**src/rtl/xfr_pkg.sv**
```systemverilog
package xfr_pkg;

  typedef enum logic [1:0] {
    OP_READ  = 2'd0,
    OP_WRITE = 2'd1,
    OP_SWAP  = 2'd2,
    OP_RSVD  = 2'd3
  } xfr_op_e;

  typedef enum logic [1:0] {
    ACT_READ,
    ACT_WRITE,
    ACT_SWAP,
    ACT_FILL
  } xfr_act_e;

  typedef enum logic [1:0] {
    ST_IDLE,
    ST_RUN,
    ST_FIN
  } xfr_state_e;

  localparam int unsigned DEV_W     = 8;
  localparam int unsigned NUM_BANKS = 4;
  localparam int unsigned BANK_W    = $clog2(NUM_BANKS);

  // Device IDs of bank 0, bank 1, bank 2 and the peer bank, by bank index.
  localparam logic [DEV_W-1:0] BANK_DEV_ID [NUM_BANKS] = '{8'd10, 8'd11, 8'd12, 8'd14};
  localparam logic [DEV_W-1:0] DEV_FILL_ONES  = 8'd254;
  localparam logic [DEV_W-1:0] DEV_FILL_ZEROS = 8'd255;

  typedef struct packed {
    xfr_act_e          act;
    logic [BANK_W-1:0] bank;
    logic [7:0]        fill;
  } xfr_mode_t;

endpackage

```
**src/rtl/xfr_dev_decode.sv**
```systemverilog
module xfr_dev_decode
  import xfr_pkg::*;
#(
  parameter int unsigned PTR_W     = 7,
  parameter int unsigned LEN_W     = 7,
  parameter int unsigned NUM_BYTES = 120
) (
  input  xfr_op_e          op_i,
  input  logic [DEV_W-1:0] dev_i,
  input  logic [PTR_W-1:0] ptr_i,
  input  logic [LEN_W-1:0] len_i,
  output xfr_mode_t        mode_o,
  output logic             bad_o
);

  localparam int unsigned SUM_W = ((PTR_W > LEN_W) ? PTR_W : LEN_W) + 1;

  logic             bank_hit;
  logic             is_fill;
  logic             overrun;
  logic [SUM_W-1:0] end_ptr;

  always_comb begin
    bank_hit    = 1'b0;
    mode_o.bank = '0;
    for (int b = 0; b < int'(NUM_BANKS); b++) begin
      if (dev_i == BANK_DEV_ID[b]) begin
        bank_hit    = 1'b1;
        mode_o.bank = BANK_W'(b);
      end
    end
    is_fill     = (dev_i == DEV_FILL_ONES) || (dev_i == DEV_FILL_ZEROS);
    mode_o.fill = (dev_i == DEV_FILL_ONES) ? 8'hFF : 8'h00;

    end_ptr = SUM_W'(ptr_i) + SUM_W'(len_i);
    overrun = end_ptr > SUM_W'(NUM_BYTES);

    unique case (op_i)
      OP_READ:  mode_o.act = is_fill ? ACT_FILL : ACT_READ;
      OP_WRITE: mode_o.act = ACT_WRITE;
      OP_SWAP:  mode_o.act = ACT_SWAP;
      default:  mode_o.act = ACT_READ;
    endcase

    bad_o = overrun
         || (op_i == OP_RSVD)
         || !(bank_hit || is_fill)
         || (is_fill && (op_i != OP_READ));
  end

endmodule

```
**src/rtl/xfr_cursor.sv**
```systemverilog
module xfr_cursor
  import xfr_pkg::*;
#(
  parameter int unsigned PTR_W = 7,
  parameter int unsigned LEN_W = 7
) (
  input  logic             clk,
  input  logic             rst_n,
  input  logic             start_i,
  input  logic             bad_i,
  input  logic [PTR_W-1:0] ptr_i,
  input  logic [LEN_W-1:0] len_i,
  output logic             accept_o,
  output logic             active_o,
  output logic [PTR_W-1:0] ptr_o,
  output logic             done_o,
  output logic             err_o
);

  xfr_state_e       state_q, state_d;
  logic [PTR_W-1:0] ptr_q, ptr_d;
  logic [LEN_W-1:0] remain_q, remain_d;
  logic             err_q, err_d;
  logic             step_en;

  // Next-state process
  always_comb begin
    state_d  = state_q;
    ptr_d    = ptr_q;
    remain_d = remain_q;
    err_d    = err_q;
    step_en  = 1'b0;
    accept_o = 1'b0;
    unique case (state_q)
      ST_IDLE: begin
        if (start_i) begin
          accept_o = 1'b1;
          err_d    = bad_i;
          if (bad_i || (len_i == '0)) begin
            state_d = ST_FIN;
          end else begin
            state_d  = ST_RUN;
            ptr_d    = ptr_i;
            remain_d = len_i;
            step_en  = 1'b1;
          end
        end
      end
      ST_RUN: begin
        ptr_d    = ptr_q + PTR_W'(1);
        remain_d = remain_q - LEN_W'(1);
        step_en  = 1'b1;
        if (remain_q == LEN_W'(1)) state_d = ST_FIN;
      end
      ST_FIN: begin
        state_d = ST_IDLE;
        err_d   = 1'b0;
      end
      default: state_d = ST_IDLE;
    endcase
  end

  // Register process: control
  always_ff @(posedge clk or negedge rst_n) begin
    if (!rst_n) begin
      state_q <= ST_IDLE;
      err_q   <= 1'b0;
    end else begin
      state_q <= state_d;
      err_q   <= err_d;
    end
  end

  // Register process: byte cursor, clock-enabled
  always_ff @(posedge clk or negedge rst_n) begin
    if (!rst_n) begin
      ptr_q    <= '0;
      remain_q <= '0;
    end else if (step_en) begin
      ptr_q    <= ptr_d;
      remain_q <= remain_d;
    end
  end

  assign active_o = (state_q == ST_RUN);
  assign done_o   = (state_q == ST_FIN);
  assign err_o    = done_o && err_q;
  assign ptr_o    = ptr_q;

  assert_done_pulse_R1: assert property (@(posedge clk) disable iff (!rst_n)
    done_o |=> !done_o);

  assert_last_byte_done_R1: assert property (@(posedge clk) disable iff (!rst_n)
    (active_o && (remain_q == LEN_W'(1))) |=> done_o);

  assert_lane_wrap_R2: assert property (@(posedge clk) disable iff (!rst_n)
    (active_o && (remain_q > LEN_W'(1))) |=> (ptr_q == PTR_W'($past(ptr_q) + 1'b1)));

  assert_busy_ignore_R10: assert property (@(posedge clk) disable iff (!rst_n)
    (active_o && start_i && (remain_q > LEN_W'(1))) |=> (active_o && !done_o));

endmodule

```
**src/rtl/xfr_bank_store.sv**
```systemverilog
module xfr_bank_store
  import xfr_pkg::*;
#(
  parameter int unsigned NUM_BYTES = 120,
  parameter int unsigned PTR_W     = 7
) (
  input  logic              clk,
  input  logic              we_i,
  input  logic [BANK_W-1:0] bank_i,
  input  logic [PTR_W-1:0]  ptr_i,
  input  logic [7:0]        wdata_i,
  output logic [7:0]        rdata_o
);

  logic [7:0] rd_bank [NUM_BANKS];

  for (genvar b = 0; b < int'(NUM_BANKS); b++) begin : g_bank
    logic [7:0] mem_q [NUM_BYTES];
    logic       bank_we;

    assign bank_we = we_i && (bank_i == BANK_W'(b));

    always_ff @(posedge clk) begin
      if (bank_we) mem_q[ptr_i] <= wdata_i;
    end

    assign rd_bank[b] = mem_q[ptr_i];
  end

  assign rdata_o = rd_bank[bank_i];

endmodule

```
**src/rtl/xfr_scratch_unit.sv**
```systemverilog
module xfr_scratch_unit
  import xfr_pkg::*;
#(
  parameter  int unsigned NUM_REGS = 30,
  localparam int unsigned REG_W    = $clog2(NUM_REGS),
  localparam int unsigned LEN_W    = $clog2(NUM_REGS * 4 + 1)
) (
  input  logic             clk,
  input  logic             rst_n,
  input  logic             start_i,
  input  logic [1:0]       op_i,
  input  logic [7:0]       dev_i,
  input  logic [REG_W-1:0] reg_i,
  input  logic [1:0]       lane_i,
  input  logic [LEN_W-1:0] len_i,
  output logic             done_o,
  output logic             err_o,
  output logic [REG_W-1:0] rf_idx_o,
  output logic [1:0]       rf_lane_o,
  output logic             rf_we_o,
  output logic [7:0]       rf_wdata_o,
  input  logic [7:0]       rf_rdata_i
);

  localparam int unsigned NUM_BYTES = NUM_REGS * 4;
  localparam int unsigned PTR_W     = REG_W + 2;

  logic [1:0]       rst_pipe_q;
  logic             rst_int_n;
  xfr_mode_t        mode_d, mode_q;
  logic             bad;
  logic             accept;
  logic             active;
  logic [PTR_W-1:0] ptr;
  logic             bank_we;
  logic [7:0]       bank_rd;

  // Asynchronous assertion, synchronous release
  always_ff @(posedge clk or negedge rst_n) begin
    if (!rst_n) rst_pipe_q <= '0;
    else        rst_pipe_q <= {rst_pipe_q[0], 1'b1};
  end
  assign rst_int_n = rst_pipe_q[1];

  xfr_dev_decode #(
    .PTR_W     (PTR_W),
    .LEN_W     (LEN_W),
    .NUM_BYTES (NUM_BYTES)
  ) u_decode (
    .op_i   (xfr_op_e'(op_i)),
    .dev_i  (dev_i),
    .ptr_i  ({reg_i, lane_i}),
    .len_i  (len_i),
    .mode_o (mode_d),
    .bad_o  (bad)
  );

  xfr_cursor #(
    .PTR_W (PTR_W),
    .LEN_W (LEN_W)
  ) u_cursor (
    .clk      (clk),
    .rst_n    (rst_int_n),
    .start_i  (start_i),
    .bad_i    (bad),
    .ptr_i    ({reg_i, lane_i}),
    .len_i    (len_i),
    .accept_o (accept),
    .active_o (active),
    .ptr_o    (ptr),
    .done_o   (done_o),
    .err_o    (err_o)
  );

  // Command mode held for the length of the transfer
  always_ff @(posedge clk or negedge rst_int_n) begin
    if (!rst_int_n)  mode_q <= '0;
    else if (accept) mode_q <= mode_d;
  end

  assign bank_we = active && ((mode_q.act == ACT_WRITE) || (mode_q.act == ACT_SWAP));

  xfr_bank_store #(
    .NUM_BYTES (NUM_BYTES),
    .PTR_W     (PTR_W)
  ) u_banks (
    .clk     (clk),
    .we_i    (bank_we),
    .bank_i  (mode_q.bank),
    .ptr_i   (ptr),
    .wdata_i (rf_rdata_i),
    .rdata_o (bank_rd)
  );

  assign rf_idx_o   = ptr[PTR_W-1:2];
  assign rf_lane_o  = ptr[1:0];
  assign rf_we_o    = active && (mode_q.act != ACT_WRITE);
  assign rf_wdata_o = (mode_q.act == ACT_FILL) ? mode_q.fill : bank_rd;

  assert_err_after_start_R7: assert property (@(posedge clk) disable iff (!rst_int_n)
    err_o |-> $past(accept));

  assert_quiet_on_done_R9: assert property (@(posedge clk) disable iff (!rst_int_n)
    done_o |-> (!rf_we_o && !bank_we));

  assert_reset_quiet_R11: assert property (@(posedge clk)
    !rst_int_n |-> (!done_o && !err_o && !rf_we_o));

endmodule

```
**config.mk**
```make
export PLATFORM = sky130hd
export DESIGN_NAME = xfr_scratch_unit
export DESIGN_NICKNAME = d
export VERILOG_FILES = /design/src/rtl/xfr_pkg.sv /design/src/rtl/xfr_dev_decode.sv /design/src/rtl/xfr_cursor.sv /design/src/rtl/xfr_bank_store.sv /design/src/rtl/xfr_scratch_unit.sv
export SDC_FILE = /design/constraint.sdc
export NUM_CORES = 2
export LEC_CHECK = 0
export BUFFER_PORTS_ARGS = -buffer_cell sky130_fd_sc_hd__buf_2
export CAP_MARGIN = 20
export CELL_PAD_IN_SITES_DETAIL_PLACEMENT = 1
export CELL_PAD_IN_SITES_GLOBAL_PLACEMENT = 2
export CORE_MARGIN = 3
export CORE_UTILIZATION = 44
export CTS_CLUSTER_DIAMETER = 40
export DETAILED_ROUTE_END_ITERATION = 6
export HOLD_SLACK_MARGIN = 0.06
export PLACE_DENSITY = 0.71
export SLEW_MARGIN = 25
export SYNTH_ARGS = -nofsm -noshare
export SYNTH_HDL_FRONTEND = slang
export SYNTH_SLANG_ARGS = --single-unit
```
**constraint.sdc**
```tcl
create_clock -name clk -period 2.9 [get_ports clk]
set_input_delay 0.435 -clock clk [delete_from_list [all_inputs] [get_ports clk]]
set_output_delay 0.435 -clock clk [all_outputs]
set_load 0.02 [all_outputs]
```
* After elaboration in Yosys (flattened, before gate mapping) *
Memories as Yosys holds them, arrays and structs flattened.
Index checks and enable logic that the tools add are counted.

storage, ports and cells
  bits in registers = 31
  bits in latches = 0
  bits in writable memories = 3840
  bits in read-only memories = 0
  bits of input ports = 35
  output and inout port bits = 18
  word-level logic and storage cells = 105
  memories = 4

operators by class
  add/sub/neg operators = 3
  $mul = 0
  divide/modulo/power cells = 0
  order comparisons = 2
  eq/ne operators = 22
  shift-type cells = 0
  multiplexer cells = 39
  bitwise logic cells = 1
  reduce and logical (&&, ||, !) cells = 26

memories
  name                     words  width  read ports  clocked after memory_dff  wr ports  line                  source
  u_banks.g_bank[0].mem_q  120    8      1           0                         1         xfr_bank_store.sv:18  logic [7:0] mem_q [NUM_BYTES];
  u_banks.g_bank[1].mem_q  120    8      1           0                         1         xfr_bank_store.sv:18
  u_banks.g_bank[2].mem_q  120    8      1           0                         1         xfr_bank_store.sv:18
  u_banks.g_bank[3].mem_q  120    8      1           0                         1         xfr_bank_store.sv:18

operator list
  operator                                                       count
  == test 8 x 4 -> 1 bit, second input constant                  4
  2-to-1 mux 8 bit                                               4
  2-to-1 mux 7 bit                                               4
  one-hot mux 7 bit (2 select lines)                             2
  2-to-1 mux 1 bit                                               18
  binary-select mux 8 bit (select 2 bit)                         1
  == test 8 bit, second input constant                           2
  == test 2 bit, second input constant                           7
  2-to-1 mux 2 bit                                               6
  adder 7 x 7 -> 8 bit                                           1
  == test 2 x 1 -> 1 bit, second input constant                  4
  greater-than comparator 8 x 7 -> 1 bit, second input constant  1
  logical AND 1 bit                                              8
  adder 7 x 1 -> 7 bit, second input constant                    1
  == test 7 x 1 -> 1 bit, second input constant                  1
  zero test 7 bit                                                1
  logical OR 1 bit                                               7
  subtractor 7 x 1 -> 7 bit, second input constant               1
  zero test 2 bit                                                3
  one-hot mux 2 bit (3 select lines)                             1
  nonzero test 2 bit                                             3
  != test 2 x 1 -> 1 bit, second input constant                  2
  != test 2 bit, second input constant                           2
  one-hot mux 1 bit (2 select lines)                             2
  other kinds (6)                                                7

* Depth between registers and ports, before layout *
  depth after elaboration = 14
  mapped depth = 14
  mapped depth without buffers = 10

* Modules after synthesis *
From an unflattened synthesis, not the netlist that was laid out.

unflattened totals
  cell total of the unflattened synthesis = 8669
  area total of the unflattened synthesis = 150166.5 um^2

modules (own cells, without submodules)
  module            instances  cells an instance  area an instance (um^2)  sequential area each (um^2)
  xfr_bank_store    1          8467               148082.0                 115310.6
  xfr_cursor        1          102                989.7                    425.4
  xfr_scratch_unit  1          42                 680.7                    350.3
  xfr_dev_decode    1          58                 414.1                    0.0

* Least setup slack after synthesis *
OpenSTA, ideal clock, no wires.

  kind = register -> output
  start = register u_cursor.ptr_q[1] (netlist: u_cursor.ptr_o[1])
  end = output port rf_wdata_o[2]
  data arrival time = 2.776 ns
  data required time = 2.465 ns
  setup slack = -0.311 ns
  stages on the path, launching flop included = 13
  buffers on the path = 5
  cell sequence = dfrtp_1 -> buf_6 -> nor2b_1 -> buf_2 -> buf_2 -> clkbuf_1 -> clkbuf_1 -> a221oi_1 -> o21ai_0 -> o21ai_0 -> o21ai_0 -> nor4_1 -> o32ai_1

between the ends
  cells in the longest elaborated chain, start to end = 5
  elaborated cells between the ends (all ways) = 8
  classes of those cells = 4 x mux; 4 x memory

ends and longest elaborated chain
  what                                                     line                    source
  start, declared                                          xfr_cursor.sv:21        logic [PTR_W-1:0] ptr_q, ptr_d;
  start signal, assigned                                   xfr_cursor.sv:80        ptr_q <= ptr_d;
  memory (120 x 8 bit)                                     -
  binary-select mux 8 bit (select 2 bit) (*)               xfr_bank_store.sv:30    assign rdata_o = rd_bank[bank_i];
  2-to-1 mux 8 bit (not written as such) (*) (2 in a row)  xfr_bank_store.sv:30
  2-to-1 mux 8 bit (*)                                     xfr_scratch_unit.sv:98  assign rf_wdata_o = (mode_q.act == ACT_FILL) ? mode_q.fill : bank_rd;
  end, declared                                            xfr_scratch_unit.sv:21  output logic [7:0] rf_wdata_o,

Mark *: on every way between the ends. The rest lies on a longest branch, timed or not. The select of a mux whose other input is x is not followed.

* Final worst setup path *
  start = register u_cursor.ptr_q[0] (netlist: u_cursor.ptr_o[0])
  end = output port rf_wdata_o[1]

The elaborated chain is that of the path after synthesis.

==> metrics.md <==
| Metric | Value |
|---|---|
| Worst EP required | between 2000 and 2500 ps |
| Via density | 6.54 |
| Setup slack after layout | -2570 ps |
| Flip-flop and latch count after synthesis | around 3900 |
| Fin crit share | 189% |
| Synth warnings | 0 |
| Row count | 213 |
| Pin slew with the least headroom to its limit | 1130 ps |
| Syn Nets | 8748 |
| CP peak stage delay | roughly 760 ps |
| GRT overflow | 0 |
| CP Depth | 15 |
| Dpl hpwl | roughly 410000 um |
| RR Startpoint | u_cursor.ptr_o[0] |
| Top Ports | 53 |
| Synth top area cells | edfxtp_1 (77%), a221oi_1 (3.0%), mux2_2 (2.5%), a22oi_1 (2.2%), mux2i_1 (2.0%) |
| Worst setup EP type | output pin |
| Critical Path Sink | rf_wdata_o[1] |
| Most common cell after layout, fill and taps aside | edfxtp_1 |
| Final hold viol count | 0 |
| Syn Inst Count | 8700 |
| PD cells | around 1000 nW/um^2 |
| CTS buffer count | between 500 and 600 |
| Area Growth Syn to Fin | 30.4% |
| Number of flops mapped to enable cells by yosys | 3840 |
| Yosys top cell area share | roughly three quarters |
| # H-tree levels | 6 |
| Critical path origin | u_cursor.ptr_o[0] |
| Skew final | between 60 and 70 ps |
| Drt initial violations | around 16000 |
| Syn Area/Cell | 17.2 um^2 |
| Final Power | 196 mW |
| Most frequent cell on the critical path | buf_4 |
| IO Port Bufs | 52 |
| Post-route ant nets | 0 |
| Height of the die | between 500 and 600 um |
| Design area | 196000 um^2 |
| Clk_lat worst skew | about 1100 ps |
| Share of cells above drive strength 1 | about a third |
| Die X-Extent | slightly below 600 um |
| RSZ-0062 raised after global routing | true |
| Total negative slack | -25140 ps |
| Fillers | 30500 |
| Period minus WS final | roughly 5500 ps |
| Final Max Slew Viols | 0 |
| Starting Density | 44.4% |
| Most used DFF post-synth | edfxtp_1 |
| Final wirelength | approximately 620000 um |
| Placeable Area | about 340000 um^2 |
| Most frequent cells in the layout | edfxtp_1 (3840), buf_4 (1554), clkbuf_16 (556), nor2_1 (543), a221oi_1 (430) |
| VDD IR max | between 0.7 and 0.8 mV |
| Layout Nets | roughly 11000 |
| Worst setup SP type | flip-flop |
| R2R Setup Slk | -190 ps |
| Ys async rst share | less than 1% |
| CP bufs+invs | 8 |
| CTS tree | yes |
| CTS Sinks | approximately 3900 |
| Initial antenna violation count | 37 |
| CP Class | flip-flop to output pin |
| GRT Util Overall | 34.7% |
| Mapped cell area | 150000 um^2 |
| Post-Place Worst Slack | -2120 ps |
| Largest delay share family, worst path | compound AO/OA/AOI/OAI gates |
| Crit path cell chain | buf_6 -> buf_12 -> inv_8 -> buf_12 -> buf_4 -> o2bb2ai_1 -> o21ai_1 -> a221oi_1 -> buf_4 -> a31oi_1 -> buf_4 -> o2111ai_2 -> a211oi_4 -> a31oi_4 -> buf_6 |
| Hold Crit Class | input pin to flip-flop |
| Pin count of the biggest net entering global routing | approximately 150 |
| Final setup viols | around 200 |
| Leakage | approximately 67 nW |
| Fmax | between 150 and 200 MHz |
| DRC violations left | 0 |
| Clock Path Buffers | 4 |
| Placement Cell Area | approximately 170000 um^2 |
| Status | finished with violations |
| DR WL/cell | 39.5 um |
| Slew headroom | about a quarter |
| Worst-path clk slew | approximately 50 ps |
| RePlAce Congestion | roughly 0.97 |
| Yosys top cell by area | edfxtp_1 |
| First-pass GRT wire length | 844000 um |
| Clk root buf | clkbuf_16 |
| Vias | ~100k |
| CP Max Fanout | 12 |
| Max cap viols | 0 |
| CP max stage cell | a211oi_4 |
| Cell count of the worst reg-to-reg path | 9 |
| Failing checks | setup timing |
| Vias in the first global route | 103000 |
| Die ar. | 348000 um^2 |
| Yosys cell types | 90 |
| Sequential share of the synthesized area | slightly below 80% |
| Arrival time worst endpoint | ~5000 ps |
| Reg2reg end | u_banks.g_bank[2].mem_q[92][2] |
| Drt pass-1 iters | 6 |
-- what timing repair did --
action                                 4_1_cts  5_1_grt
setup buffers                               95       63
gates cloned                                 9       10
setup endpoints to repair                 2255     1958
pin swaps                                   88       83
hold buffers                                40        0
endpoints found under the hold margin      628        0
gates resized for setup                    383      320
-- state kept, by name, summed over array words and instances (netlist names) --
register,cells
u_cursor.err_q,1
u_cursor.ptr_o,7
u_cursor.state_q,2
u_banks.g_bank.mem_q,3840
mode_q,5
rst_pipe_q,2
u_cursor.remain_q,7
-- layout make-up --
cell class / instances / area [um^2] / share of cell area, %
flip-flops and latches: 3864 / 116000 / 59.3
multi-input cells: 4177 / 33300 / 17.0
repair buffers: 2181 / 22300 / 11.4
clock buffers: 591 / 13800 / 7.08
well taps: 4515 / 5650 / 2.89
clock inverters: 376 / 4340 / 2.22
inverters: 17 / 86.3 / 0.0441
diodes: 17 / 42.5 / 0.0218
-- where the power goes --
group / internal [mW] / switching [mW]
logic: 25.8 / 41.7
clock network: 40.3 / 26.4
registers: 61.5 / 0.164
total: 128 / 68.2
-- how the worst min path moves through the flow --
| stage | startpoint | end | cells past startpoint |
|---|---|---|---|
| after global routing | len_i[5] | u_cursor.remain_q[5] | 3 |
| after global placement | rst_n | rst_pipe_q[1] | 1 |
| after detailed placement | rst_n | rst_pipe_q[0] | 1 |
| after floorplan | rst_n | rst_pipe_q[0] | 0 |
| after CTS | len_i[5] | u_cursor.remain_q[5] | 3 |
| final | len_i[5] | u_cursor.remain_q[5] | 3 |
-- stage by stage --
| stage | instances | hold slack, ps | util [%] |
|---|---|---|---|
| after floorplan | 8700 | 139 | - |
| after CTS | 15700 | 195 | 57.2 |
| after global routing | 15700 | 255 | 57.9 |
| final | 15700 | 248 | 57.9 |
| after detailed placement | 14600 | 225 | 50.9 |
| after global placement | 14600 | 221 | 50.9 |
-- cells in the mapped netlist (22+ instances only) --
| cell type | count |
|---|---|
| buf_1 | 74 |
| a21oi_1 | 274 |
| o221ai_1 | 39 |
| o2bb2ai_1 | 36 |
| o22ai_1 | 44 |
| edfxtp_1 | 3840 |
| a211oi_1 | 53 |
| mux4_2 | 82 |
| mux2i_1 | 294 |
| buf_6 | 31 |
| a222oi_1 | 24 |
| nor2_1 | 664 |
| a221oi_1 | 510 |
| nand3_1 | 55 |
| clkbuf_1 | 212 |
| nand2_1 | 315 |
| mux2_2 | 337 |
| a41oi_1 | 22 |
| o21ai_0 | 219 |
| buf_4 | 54 |
| buf_2 | 265 |
| dfrtp_1 | 24 |
| a22oi_1 | 436 |
| a22o_1 | 104 |
| o211ai_1 | 61 |
| nand4_1 | 38 |
| a221o_1 | 104 |
| nor3_1 | 32 |
| a31oi_1 | 92 |
-- worst reg2reg max path, delay by kind of cell, from the launching register on --
family / cells / cell delay [ps]
buf+inv: 6 / 1590
simple gates: 3 / 630
flops: 1 / 530
-- per-layer routing --
| metal | GRT usage (%) | part of all wire (%) |
|---|---|---|
| met3 | 8.28 | 11 |
| met4 | 18.6 | 6.2 |
| met2 | 52.9 | 45 |
| met1 | 46.2 | 37 |
| met5 | 0 | 0.022 |
-- kinds of logic after synthesis --
kind of cell / Yosys count / share of synthesized area [%]
DFF: 3864 / 77.3
AOI/OAI and AO/OA: 2190 / 11.0
and+or+nand+nor: 1246 / 3.58
muxes: 723 / 5.81
buffers and inverters: 659 / 2.21
adders and majority gates: 13 / 0.113
xor gates and xnor gates: 4 / 0.0234
other: 1 / 0.00250
(Power assumes the default switching activity.)
